File: src/rtl/strobe_rom.sv
module strobe_rom #(
  parameter int ADDR_W = 11,
  parameter int DATA_W = 8,
  parameter int COL_W  = 4,
  parameter logic [DATA_W-1:0] SEED = 8'hA5
) (
  input  logic              clk,
  input  logic              rst_n,
  input  logic [ADDR_W-1:0] addr_in,
  input  logic              ce_n,
  input  logic              oe_n,
  input  logic              prog_en,
  output logic [DATA_W-1:0] data_out,
  output logic              drive_en,
  output logic              data_valid
);
  localparam int REP = DATA_W / COL_W;

  function automatic logic [DATA_W-1:0] rom_byte(input logic [ADDR_W-1:0] a);
    logic [DATA_W-1:0] r, c;
    r = DATA_W'(a[ADDR_W-1:COL_W]);
    c = {REP{a[COL_W-1:0]}};
    return SEED ^ r ^ {c[DATA_W-2:0], c[DATA_W-1]};
  endfunction

  logic [1:0]        ce_sy, oe_sy, pe_sy;
  logic              ce_d, oe_d;
  logic [ADDR_W-1:0] a_m, a_s, addr_lat;
  logic              rd_pend;
  logic [DATA_W-1:0] data_q;

  wire ce_s    = ce_sy[1];
  wire oe_s    = oe_sy[1];
  wire pe_s    = pe_sy[1];
  wire ce_fall = ce_d & ~ce_s;
  wire oe_fall = oe_d & ~oe_s;
  wire en_now  = ~ce_s & ~oe_s & pe_s;

  always_ff @(posedge clk or negedge rst_n) begin
    if (!rst_n) begin
      ce_sy      <= 2'b11;
      oe_sy      <= 2'b11;
      pe_sy      <= 2'b00;
      ce_d       <= 1'b1;
      oe_d       <= 1'b1;
      a_m        <= '0;
      a_s        <= '0;
      addr_lat   <= '0;
      rd_pend    <= 1'b0;
      data_q     <= '0;
      drive_en   <= 1'b0;
      data_valid <= 1'b0;
    end else begin
      ce_sy    <= {ce_sy[0], ce_n};
      oe_sy    <= {oe_sy[0], oe_n};
      pe_sy    <= {pe_sy[0], prog_en};
      ce_d     <= ce_s;
      oe_d     <= oe_s;
      a_m      <= addr_in;
      a_s      <= a_m;
      if (ce_fall) addr_lat <= a_s;
      rd_pend  <= oe_fall & ~ce_s & pe_s;
      if (rd_pend) data_q <= rom_byte(addr_lat);
      drive_en   <= en_now;
      data_valid <= en_now & (rd_pend | data_valid);
    end
  end

  assign data_out = data_valid ? data_q : '0;

  AST_ADDR_FROZEN: assert property (@(posedge clk) disable iff (!rst_n)
    !ce_fall |=> $stable(addr_lat));
  AST_VALID_AFTER_REQ: assert property (@(posedge clk) disable iff (!rst_n)
    $rose(data_valid) |-> $past(rd_pend));
  AST_VALID_NEEDS_DRIVE: assert property (@(posedge clk) disable iff (!rst_n)
    data_valid |-> drive_en);
  AST_STANDBY_QUIET: assert property (@(posedge clk) disable iff (!rst_n)
    ce_s |=> (!data_valid && !drive_en));
  AST_PROG_INHIBIT: assert property (@(posedge clk) disable iff (!rst_n)
    !pe_s |=> (!data_valid && !drive_en));
  AST_FLOAT_ZERO: assert property (@(posedge clk) disable iff (!rst_n)
    !drive_en |-> (data_out == '0));
endmodule

File: config.mk
export PLATFORM = sky130hd
export DESIGN_NAME = strobe_rom
export DESIGN_NICKNAME = d
export VERILOG_FILES = /design/src/rtl/strobe_rom.sv
export SDC_FILE = /design/constraint.sdc
export NUM_CORES = 1
export LEC_CHECK = 0
export ABC_AREA = 1
export ABC_CLOCK_PERIOD_IN_PS = 3000
export BUFFER_PORTS_ARGS = -buffer_cell sky130_fd_sc_hd__buf_4
export CAP_MARGIN = 20
export CORE_ASPECT_RATIO = 1.1
export CORE_MARGIN = 2
export CORE_UTILIZATION = 53
export DETAILED_ROUTE_END_ITERATION = 12
export HOLD_SLACK_MARGIN = 0.05
export PLACE_DENSITY = 0.75
export REMOVE_ABC_BUFFERS = 1
export SLEW_MARGIN = 40
export SYNTH_ARGS = -nofsm -noshare
export SYNTH_HDL_FRONTEND = slang
export SYNTH_SLANG_ARGS = --single-unit
File: constraint.sdc
create_clock -name clk -period 3 [get_ports clk]
set_clock_uncertainty 0.05 [all_clocks]
set_input_delay 0.3 -clock clk [delete_from_list [all_inputs] [get_ports clk]]
set_output_delay 0.3 -clock clk [all_outputs]
set_load 0.03 [all_outputs]
==> flow_metrics.env, run 1 <==
export IMPL_cts_made_buffers=5
export IMPL_synth_compound_area_share_pct=0.281
export IMPL_synth_top_cell_area_share_pct=64.7
export IMPL_ys_types=12
export IMPL_syn_area_mm2=0.00178
export IMPL_cts_root_buf="clkbuf_4"
export IMPL_combPwrFrac_pct=9.4
export IMPL_p_int_mw=0.920
export IMPL_nFillCells=248
export IMPL_io_buffers=25
export IMPL_ir_drop_v=0.000372
export IMPL_drive_gt1_share_pct=19.3
export IMPL_worstPathCellList="nand2_1 > inv_1 > buf_4"
export IMPL_slew_violations=0
export IMPL_drt_iter0_drc=32
export IMPL_tightest_slew_ps=604
export IMPL_synth_top_family_by_area="simple AND/OR/NAND/NOR gates"
export IMPL_multiInputGateArea_um2=342
export IMPL_dp_hpwl_um=1470
export IMPL_swShare_pct=23.5
export IMPL_tritoncts="done"
export IMPL_powerDensity_mw_per_mm2=553
export IMPL_slew_headroom_pct=59.7
export IMPL_start_util_pct=54.3
export IMPL_htreeDepth=2
export IMPL_yosys_area_share_xor_xnor_pct=0
export IMPL_die_h_um=64.8
export IMPL_cap_viol_max_count=0
export IMPL_yosysMostFrequentCell="nand2_1"
export IMPL_crit_path_start_kind="flip-flop"
export IMPL_worstReg2RegStart="ce_d"
export IMPL_die_area_mm2=0.00384
export IMPL_netlist_instances=164
export IMPL_grt_usage_pct=13.8
export IMPL_tns_ps=0
export IMPL_synthSimpleGateAreaFrac_pct=18.9
export IMPL_p_seq_share_pct=67.2
export IMPL_wl_per_cell_um=9.15
export IMPL_ant_nets=0
export IMPL_holdWs_ps=311
export IMPL_fin_area_mm2=0.00217
export IMPL_place_inst=220
export IMPL_min_path_type="flip-flop to flip-flop"
export IMPL_layout_cells_non_filler=243
export IMPL_core_mm2=0.00328
export IMPL_synthTopCellsByCount="60 x nand2_1, 46 x dfrtp_1, 21 x inv_1"
export IMPL_grt_ovfl_total=0
export IMPL_via_per_inst=4.47
export IMPL_vias=1086
export IMPL_ys_top_cells_by_area="dfrtp_1 65%, nand2_1 13%, dfstp_2 8.9%"
export IMPL_outcome="finished, final reports clean"
export IMPL_pre_cts_ws_ps=1840
export IMPL_fin_nets=222
export IMPL_synth_seq_cells=52
export IMPL_setup_viol=0
export IMPL_rows=22
export IMPL_clk_latency_ps=340
export IMPL_antenna_found_initial=0
export IMPL_grt_pass1_vias=989
export IMPL_postPlaceCellArea_mm2=0.00197
export IMPL_critPathSlowestCell="dfrtp_1"
export IMPL_p_clk_share_pct=23.4
export IMPL_path_clk_slew_ps=120
export IMPL_startpoint="data_valid"
export IMPL_total_power_mw=1.20
export IMPL_final_min_clock_period_ps=1530
export IMPL_critPathRequiredTime_ps=2650
export IMPL_yosysSeqAreaShare_pct=73.6
export IMPL_clk_path_buf_depth=2
export IMPL_routed_wirelength_um=2220
export IMPL_seqCellArea_mm2=0.00131
export IMPL_ys_dominant_reg_cell="dfrtp_1"
export IMPL_cts_num_sinks=52
export IMPL_hold_viol=0
export IMPL_grt_max_degree=53
export IMPL_muxShareOfSynthArea_pct=0
export IMPL_crit_path_end_kind="primary output"
export IMPL_synth_async_reset_ratio_pct=100
export IMPL_yosys_area_top_type="dfrtp_1"
export IMPL_dr_pass1_iters=4
export IMPL_gp_congestion=0.763
export IMPL_ios=26
export IMPL_fin_crit_sh_pct=50.9
export IMPL_slowest_delay_ps=530
export IMPL_switching_power_mw=0.283
export IMPL_yosys_warnings=0
export IMPL_final_core_utilization_pct=66.3
export IMPL_crit_fanout=10
export IMPL_rsz0062_at_grt="false"
export IMPL_path_class="flip-flop to primary output"
export IMPL_chipWidth_um=59.2
export IMPL_setup_slack_ps=1470
export IMPL_min_from="a_m[8]"
export IMPL_post_cts_buffers=0
export IMPL_drcViolationCount=0
export IMPL_grt_pass1_wl_um=3930
export IMPL_syn_to_final_growth_pct=22.2
export IMPL_synth_enable_flop_cells=0
export IMPL_leakage_nw=1.18
export IMPL_insertedDiodeCount=0
export IMPL_synthAdderAreaFrac_pct=0
export IMPL_crit_arrival_ps=1180
export IMPL_fmax_mhz=655
export IMPL_avgSynthCellArea_um2=10.8
## routing by layer
metal / part of all wire [%] / up-vias / track usage (%)
met5: 0 / - / 0
met4: 1.1 / 0 / 5.11
met3: 4.5 / 5 / 5.39
met2: 49 / 28 / 22.4
met1: 46 / 480 / 16.3
li1: - / 573 / -
## logic make-up (layout without fill, tap and decap cells)
kind of cell	after synthesis	count (layout)
buffers and inverters	28	71
and+or+nand+nor	83	83
AOI/OAI and AO/OA	1	1
DFF	52	52
## placed cells by master, fill, tap and decap left out
| cell | synthesis | final |
|---|---|---|
| buf_4 | 2 | 25 |
| clkbuf_4 | 0 | 5 |
| nor2_1 | 4 | 4 |
| dfrtp_1 | 46 | 46 |
| nand2_2 | 1 | 1 |
| inv_1 | 21 | 21 |
| dlygate4sd3_1 | 0 | 15 |
| dfstp_2 | 6 | 6 |
| clkbuf_1 | 0 | 2 |
| clkinv_4 | 0 | 1 |
| o21ai_1 | 1 | 1 |
| nand3_1 | 18 | 18 |
| inv_2 | 2 | 2 |
| nand2_1 | 60 | 60 |
## area by class of cell
class,instances,area share [%]
timing repair buffer,40,15.5
inverter,23,3.97
tap,36,2.07
clock buffer,7,2.07
clock inverter,1,0.403
sequential,52,60.2
multi-input combinational,84,15.7
## path summary, 6_finish.rpt
| kind | end | slack, ps | cells after the start |
|---|---|---|---|
| setup / recovery | data_out[3] | 1470 | 3 |
| hold / removal | a_s[8] | 310 | 0 |
| setup reg to reg | addr_lat[9] | 1860 | 3 |
| hold reg to reg | a_s[8] | 310 | 0 |
| max in group asynchronous | data_q[3] | 2050 | 2 |
| min in group asynchronous | a_m[7] | 440 | 2 |
## power by group through the flow
stage	combinational, mW	clock (mW)	sequential, mW
6_report	0.113	0.282	0.808
5_1_grt	0.132	0.330	0.817
4_1_cts	0.114	0.294	0.809
3_5_place_dp	0.0985	0	0.822
3_3_place_gp	0.0954	0	0.819
2_1_floorplan	0.0603	0	0.814
## state kept, by name, summed over array words and instances (netlist names), 2 cells and up
name / count
a_m: 11
pe_sy: 2
addr_lat: 11
ce_sy: 2
a_s: 11
oe_sy: 2
data_q: 8
## repair_timing
action | CTS | global route
hold buffers | 15 | 0
gates resized for setup | 0 | 0
hold endpoints to repair | 60 | 0
## worst max-delay path: cells and delay by family (launching register included)
family / cells / cell delay (ps)
flip-flops: 1 / 530
buffers and inverters: 2 / 220
AND/OR/NAND/NOR: 1 / 90
Power figures use the tool's default switching activity.
==> run 2, diff against run 1 <==
ABC_CLOCK_PERIOD_IN_PS = 1500   (was 3000)
clock period = 1.5 ns   (was 3 ns; I/O delays follow)
==> run 2 against run 1 <==
Worst hold slack worse by 8.6 ps; flip-flop and latch count stayed put; critical path depth stayed put; worst setup slack worse by 1300 ps; global-route usage is 1.7 points higher; total power is 120% higher; final cell count stayed put; via count is 3.5% higher; core utilization is 0.69 points higher; highest routed layer unchanged; die area stayed put; critical path type unchanged; clock power grew to 2.6 times the previous value; largest power group unchanged; critical endpoint is now data_out[7].
==> flow_metrics.env, run 2 (same netlist as run 1, synthesis figures left out) <==
export IMPL_final_common_cell="nand2_1"
export IMPL_min_path_type="input port to async pin"
export IMPL_die_area_mm2=0.00384
export IMPL_crit_cells=3
export IMPL_crit_path_end_kind="primary output"
export IMPL_final_cell_mix="60 x nand2_1, 46 x dfrtp_1, 25 x buf_4, 21 x inv_1, 18 x nand3_1"
export IMPL_path_class="flip-flop to primary output"
export IMPL_grt_usage_pct=15.5
export IMPL_worstSetupEndpoint="data_out[7]"
export IMPL_tightest_slew_ps=614
export IMPL_antenna_found_initial=0
export IMPL_dr_pass1_iters=4
export IMPL_crit_family="flip-flops"
export IMPL_setup_viol=0
export IMPL_ios=26
export IMPL_hold_viol=0
export IMPL_crit_buf_inv=2
export IMPL_layout_cells_non_filler=243
export IMPL_tns_ps=0
export IMPL_drt_iter0_drc=29
export IMPL_slew_violations=0
export IMPL_outcome="finished, final reports clean"
export IMPL_final_min_clock_period_ps=1370
export IMPL_p_clk_share_pct=28.5
export IMPL_chipWidth_um=59.2
export IMPL_post_cts_resized=0
export IMPL_swShare_pct=22.8
export IMPL_vias=1124
export IMPL_io_buffers=25
export IMPL_rrSetupSlack_ps=350
export IMPL_post_cts_buffers=0
export IMPL_start_util_pct=54.3
export IMPL_cts_num_sinks=52
export IMPL_ctsHoldBuffers=15
export IMPL_clk_latency_ps=350
export IMPL_drcViolationCount=0
export IMPL_die_h_um=64.8
export IMPL_p_seq_share_pct=62.5
export IMPL_worstReg2RegStart="ce_d"
export IMPL_crit_path_start_kind="flip-flop"
export IMPL_powerDensity_mw_per_mm2=1180
export IMPL_clk_path_buf_depth=2
export IMPL_rows=22
export IMPL_cts_made_buffers=5
export IMPL_worstReg2RegEnd="addr_lat[2]"
export IMPL_dp_hpwl_um=1630
export IMPL_via_per_inst=4.63
export IMPL_critPathSlowestCell="dfrtp_1"
export IMPL_rsz0062_at_grt="false"
export IMPL_cap_viol_max_count=0
export IMPL_leakage_nw=1.19
export IMPL_gp_congestion=0.723
export IMPL_grt_ovfl_total=0
export IMPL_startpoint="data_valid"
export IMPL_r2r_cells=3
export IMPL_ir_drop_v=0.000910
export IMPL_worstPathCellList="nand2_1 > inv_1 > buf_4"
export IMPL_slowest_delay_ps=530
export IMPL_slew_headroom_pct=59.1
export IMPL_syn_to_final_growth_pct=23.4
export IMPL_grt_pass1_vias=1095
export IMPL_critPathRequiredTime_ps=1300
export IMPL_cts_root_buf="clkbuf_4"
export IMPL_routed_wirelength_um=2520
export IMPL_insertedDiodeCount=0
export IMPL_crit_fanout=10
export IMPL_place_inst=220
export IMPL_fin_crit_sh_pct=91.4
export IMPL_ant_nets=0
export IMPL_switching_power_mw=0.592
export IMPL_path_clk_slew_ps=130
export IMPL_htreeDepth=2
export IMPL_grt_pass1_wl_um=4310
export IMPL_wl_per_cell_um=10.4
export IMPL_fmax_mhz=729
export IMPL_combPwrFrac_pct=9.0
export IMPL_grt_max_degree=53
export IMPL_core_mm2=0.00328
export IMPL_drive_gt1_share_pct=19.8
export IMPL_fin_nets=222
export IMPL_tritoncts="done"
export IMPL_p_int_mw=2.00
export IMPL_largestRegisters="a_m (11), a_s (11), addr_lat (11)"
export IMPL_crit_arrival_ps=1170
## run 2: cell types whose count changed in the layout (fill, tap and decap cells not counted)
cell / previous run / this run
clkbuf_1: 2 / 1
clkinv_2: 0 / 1
clkinv_4: 1 / 0
bufinv_16: 0 / 1
## run 2: worst min-delay path by stage
| stage | end | cells after the start | slack, ps | startpoint |
|---|---|---|---|---|
| floorplan | a_m[0] | 0 | -200 | rst_n |
| global placement | pe_sy[0] | 1 | 140 | rst_n |
| detailed placement | pe_sy[0] | 1 | 150 | rst_n |
| CTS | addr_lat[10] | 2 | 300 | rst_n |
| global route | oe_sy[1] | 0 | 320 | oe_sy[0] |
| finish | a_m[7] | 2 | 300 | rst_n |
## run 2: power groups by stage
stage / Clock, mW / Sequential, mW / Combinational, mW
2_1_floorplan: 0 / 1.63 / 0.121
3_3_place_gp: 0 / 1.64 / 0.189
3_5_place_dp: 0 / 1.65 / 0.205
4_1_cts: 0.760 / 1.62 / 0.238
5_1_grt: 0.837 / 1.64 / 0.271
6_report: 0.740 / 1.62 / 0.233
## run 2: layout make-up
| cell class | count | area, um^2 |
|---|---|---|
| Timing Repair Buffer | 40 | 338 |
| Clock buffer | 6 | 41.3 |
| Multi-Input combinational cell | 84 | 342 |
| Sequential cell | 52 | 1310 |
| Fill cell | 251 | 1080 |
| Tap cell | 36 | 45.0 |
| Clock inverter | 2 | 35.0 |
| Inverter | 23 | 86.3 |
## run 2: metal layers
layer / vias up / GRT usage, % / routed length [um]
met5: - / 0 / 0
met3: 5 / 5.99 / 122
met2: 30 / 29.8 / 1360
li1: 567 / - / -
met4: 0 / 5.11 / 33
met1: 522 / 14.1 / 1000
## run 2: worst reg2reg max path: cells and delay by family (launching register included)
| kind | cells | cell delay, ps |
|---|---|---|
| and+or+nand+nor | 3 | 360 |
| DFF | 1 | 660 |
## run 2: metrics by stage
step / hold WS (ps) / instance area (um^2) / utilization [%] / power (mW) / worst slack (ps)
floorplan: -196 / 1740 / - / 1.75 / 396
global placement: 139 / 1970 / 60.1 / 1.83 / 427
detailed placement: 154 / 1970 / 60.1 / 1.85 / 368
CTS: 302 / 2200 / 67.0 / 2.62 / 105
global route: 321 / 2200 / 67.0 / 2.75 / 23.2
finish: 303 / 2200 / 67.0 / 2.59 / 129
==> run 3, diff against run 2 <==
ABC_AREA = default   (was 1)
==> run 3 against run 2 <==
Worst setup slack got worse by 6.7 ps; sequential power barely moved; first-iteration DRC count fell by 3.4%; die area fell by 2.9%; combinational power rose by 29%; final area fell by 0.23%; critical endpoint is now addr_lat[5]; sequential share of layout area rose by 0.19 points; global-route usage fell by 0.56 points.
==> flow_metrics.env, run 3 <==
export IMPL_outcome="finished, final reports clean"
export IMPL_final_cell_mix="45 x dfrtp_1, 25 x buf_4, 15 x dlygate4sd3_1, 10 x mux2_4, 9 x and2_1"
export IMPL_cts_made_buffers=5
export IMPL_synthAdderAreaFrac_pct=0
export IMPL_grt_max_degree=53
export IMPL_largestRegisters="a_m (11), a_s (11), addr_lat (11)"
export IMPL_crit_buf_inv=1
export IMPL_synth_top_cell_area_share_pct=66.8
export IMPL_rows=21
export IMPL_multiInputGateArea_um2=387
export IMPL_routed_wirelength_um=2240
export IMPL_core_mm2=0.00307
export IMPL_fin_area_mm2=0.00219
export IMPL_ios=26
export IMPL_cts_num_sinks=52
export IMPL_tritoncts="done"
export IMPL_fin_crit_sh_pct=91.9
export IMPL_ant_nets=0
export IMPL_chipWidth_um=58.4
export IMPL_die_area_mm2=0.00373
export IMPL_path_class="flip-flop to flip-flop"
export IMPL_gp_congestion=0.678
export IMPL_yosysMostFrequentCell="dfrtp_1"
export IMPL_min_path_type="input port to async pin"
export IMPL_synth_seq_cells=52
export IMPL_leakage_nw=1.01
export IMPL_powerDensity_mw_per_mm2=1260
export IMPL_yosysSeqAreaShare_pct=75.9
export IMPL_critPathSlowestCell="dfstp_2"
export IMPL_grt_pass1_vias=889
export IMPL_synthSimpleGateAreaFrac_pct=5.37
export IMPL_cts_root_buf="clkbuf_4"
export IMPL_worstPathCellList="nor2b_4 > buf_12 > mux2_4"
export IMPL_yosys_area_share_xor_xnor_pct=3.56
export IMPL_netlist_instances=97
export IMPL_slowest_delay_ps=540
export IMPL_wl_met2_um=1080
export IMPL_dr_pass1_iters=4
export IMPL_ir_drop_v=0.000973
export IMPL_grt_usage_pct=15.0
export IMPL_via_per_inst=4.79
export IMPL_start_util_pct=56.1
export IMPL_yosys_warnings=0
export IMPL_insertedDiodeCount=0
export IMPL_setup_viol=0
export IMPL_muxShareOfSynthArea_pct=11.9
export IMPL_slew_violations=0
export IMPL_crit_arrival_ps=1590
export IMPL_tns_ps=0
export IMPL_seqCellArea_mm2=0.00131
export IMPL_clk_latency_ps=360
export IMPL_grt_ovfl_total=0
export IMPL_ys_top_cells_by_area="dfrtp_1 67%, dfstp_2 9.1%, mux2_4 8.7%"
export IMPL_yosys_area_top_type="dfrtp_1"
export IMPL_synthTopCellsByCount="46 x dfrtp_1, 10 x mux2_4, 9 x and2_1"
export IMPL_io_buffers=25
export IMPL_clk_path_buf_depth=2
export IMPL_crit_fanout=8
export IMPL_tightest_slew_ps=607
export IMPL_synth_compound_area_share_pct=1.60
export IMPL_nFillCells=200
export IMPL_crit_path_end_kind="flip-flop"
export IMPL_highest_layer="met4"
export IMPL_final_common_cell="dfrtp_1"
export IMPL_drt_met1_wl_um=978
export IMPL_syn_area_mm2=0.00172
export IMPL_avgSynthCellArea_um2=17.8
export IMPL_ys_types=15
export IMPL_dp_hpwl_um=1400
export IMPL_critPathRequiredTime_ps=1710
export IMPL_synth_top_family_by_area="multiplexers"
export IMPL_synth_enable_flop_cells=0
export IMPL_vias=853
export IMPL_drt_iter0_drc=28
export IMPL_fin_nets=159
export IMPL_hold_viol=0
export IMPL_die_h_um=63.8
export IMPL_drcViolationCount=0
export IMPL_syn_to_final_growth_pct=27.1
export IMPL_wl_per_cell_um=12.6
export IMPL_fmax_mhz=726
export IMPL_postPlaceCellArea_mm2=0.00195
export IMPL_crit_family="flip-flops"
export IMPL_final_core_utilization_pct=71.3
export IMPL_final_min_clock_period_ps=1380
export IMPL_htreeDepth=2
export IMPL_slew_headroom_pct=59.5
export IMPL_ys_dominant_reg_cell="dfrtp_1"
export IMPL_wl_met3_um=96
export IMPL_holdWs_ps=265
export IMPL_cap_viol_max_count=0
export IMPL_rsz0062_at_grt="false"
export IMPL_synth_async_reset_ratio_pct=100
export IMPL_antenna_found_initial=0
export IMPL_crit_path_start_kind="flip-flop"
export IMPL_path_clk_slew_ps=140
export IMPL_grt_pass1_wl_um=3900
export IMPL_drive_gt1_share_pct=38.9
## run 3: changes by cell type in the layout (fill, tap and decap cells not counted), sizes merged, moves of 4 or more
cell | previous run | this run
and2 | 0 | 9
xnor2 | 0 | 7
mux2 | 0 | 14
nand3 | 18 | 0
inv | 23 | 1
a21oi | 0 | 4
nand2 | 61 | 0
## run 3: final cells by class
cell class / instances / area share (%)
Timing Repair Buffer: 41 / 16.3
Inverter: 1 / 0.171
Multi-Input combinational cell: 42 / 17.6
Sequential cell: 52 / 59.8
Tap cell: 34 / 1.94
Clock buffer: 6 / 2.34
Clock inverter: 2 / 1.77
## run 3: kinds of logic after synthesis
kind of cell           count (synthesis)
AO/OA/AOI/OAI                          5
XOR/XNOR                               7
buffers and inverters                  3
flip-flops                            52
multiplexers                          15
AND/OR/NAND/NOR                       15
## run 3: worst paths after layout
| check | startpoint | endpoint | slack [ps] | cells after the start |
|---|---|---|---|---|
| max | ce_d | addr_lat[5] | 120 | 3 |
| min | rst_n | a_m[8] | 270 | 2 |
| max reg2reg | ce_d | addr_lat[5] | 120 | 3 |
| min reg2reg | a_m[7] | a_s[7] | 320 | 0 |
| max in group asynchronous | rst_n | data_valid | 700 | 2 |
| min in group clk | a_m[7] | a_s[7] | 320 | 0 |
## run 3: timing repair
item	CTS	global route
setup buffers	0	0
endpoints found under the hold margin	60	0
hold buffers	15	0
resized for setup	0	1
setup endpoints to repair	0	1
## run 3: worst reg2reg max path, cell delays in order (launching register included)
cell and delay [ps]:
dfstp_2 540, nor2b_4 220, buf_12 160, mux2_4 300
## run 3: per-layer routing
layer | global-route usage (%) | vias to the layer above
met5 | 0 | -
met4 | 11.9 | 0
met3 | 4.45 | 10
met2 | 22.6 | 27
met1 | 17.4 | 411
li1 | - | 405
## run 3: report_power, final
part / switching, mW / internal, mW
Combinational: 0.102 / 0.199
Sequential: 0.0863 / 1.57
Clock: 0.409 / 0.400
Total: 0.597 / 2.17
## run 3: metrics by stage
step	cells	total power [mW]	setup slack (ps)
after floorplan	95	1.85	120
after global placement	155	1.94	169
after detailed placement	155	1.96	143
after CTS	178	2.80	78.4
after global routing	178	2.91	59.9
final	178	2.76	122
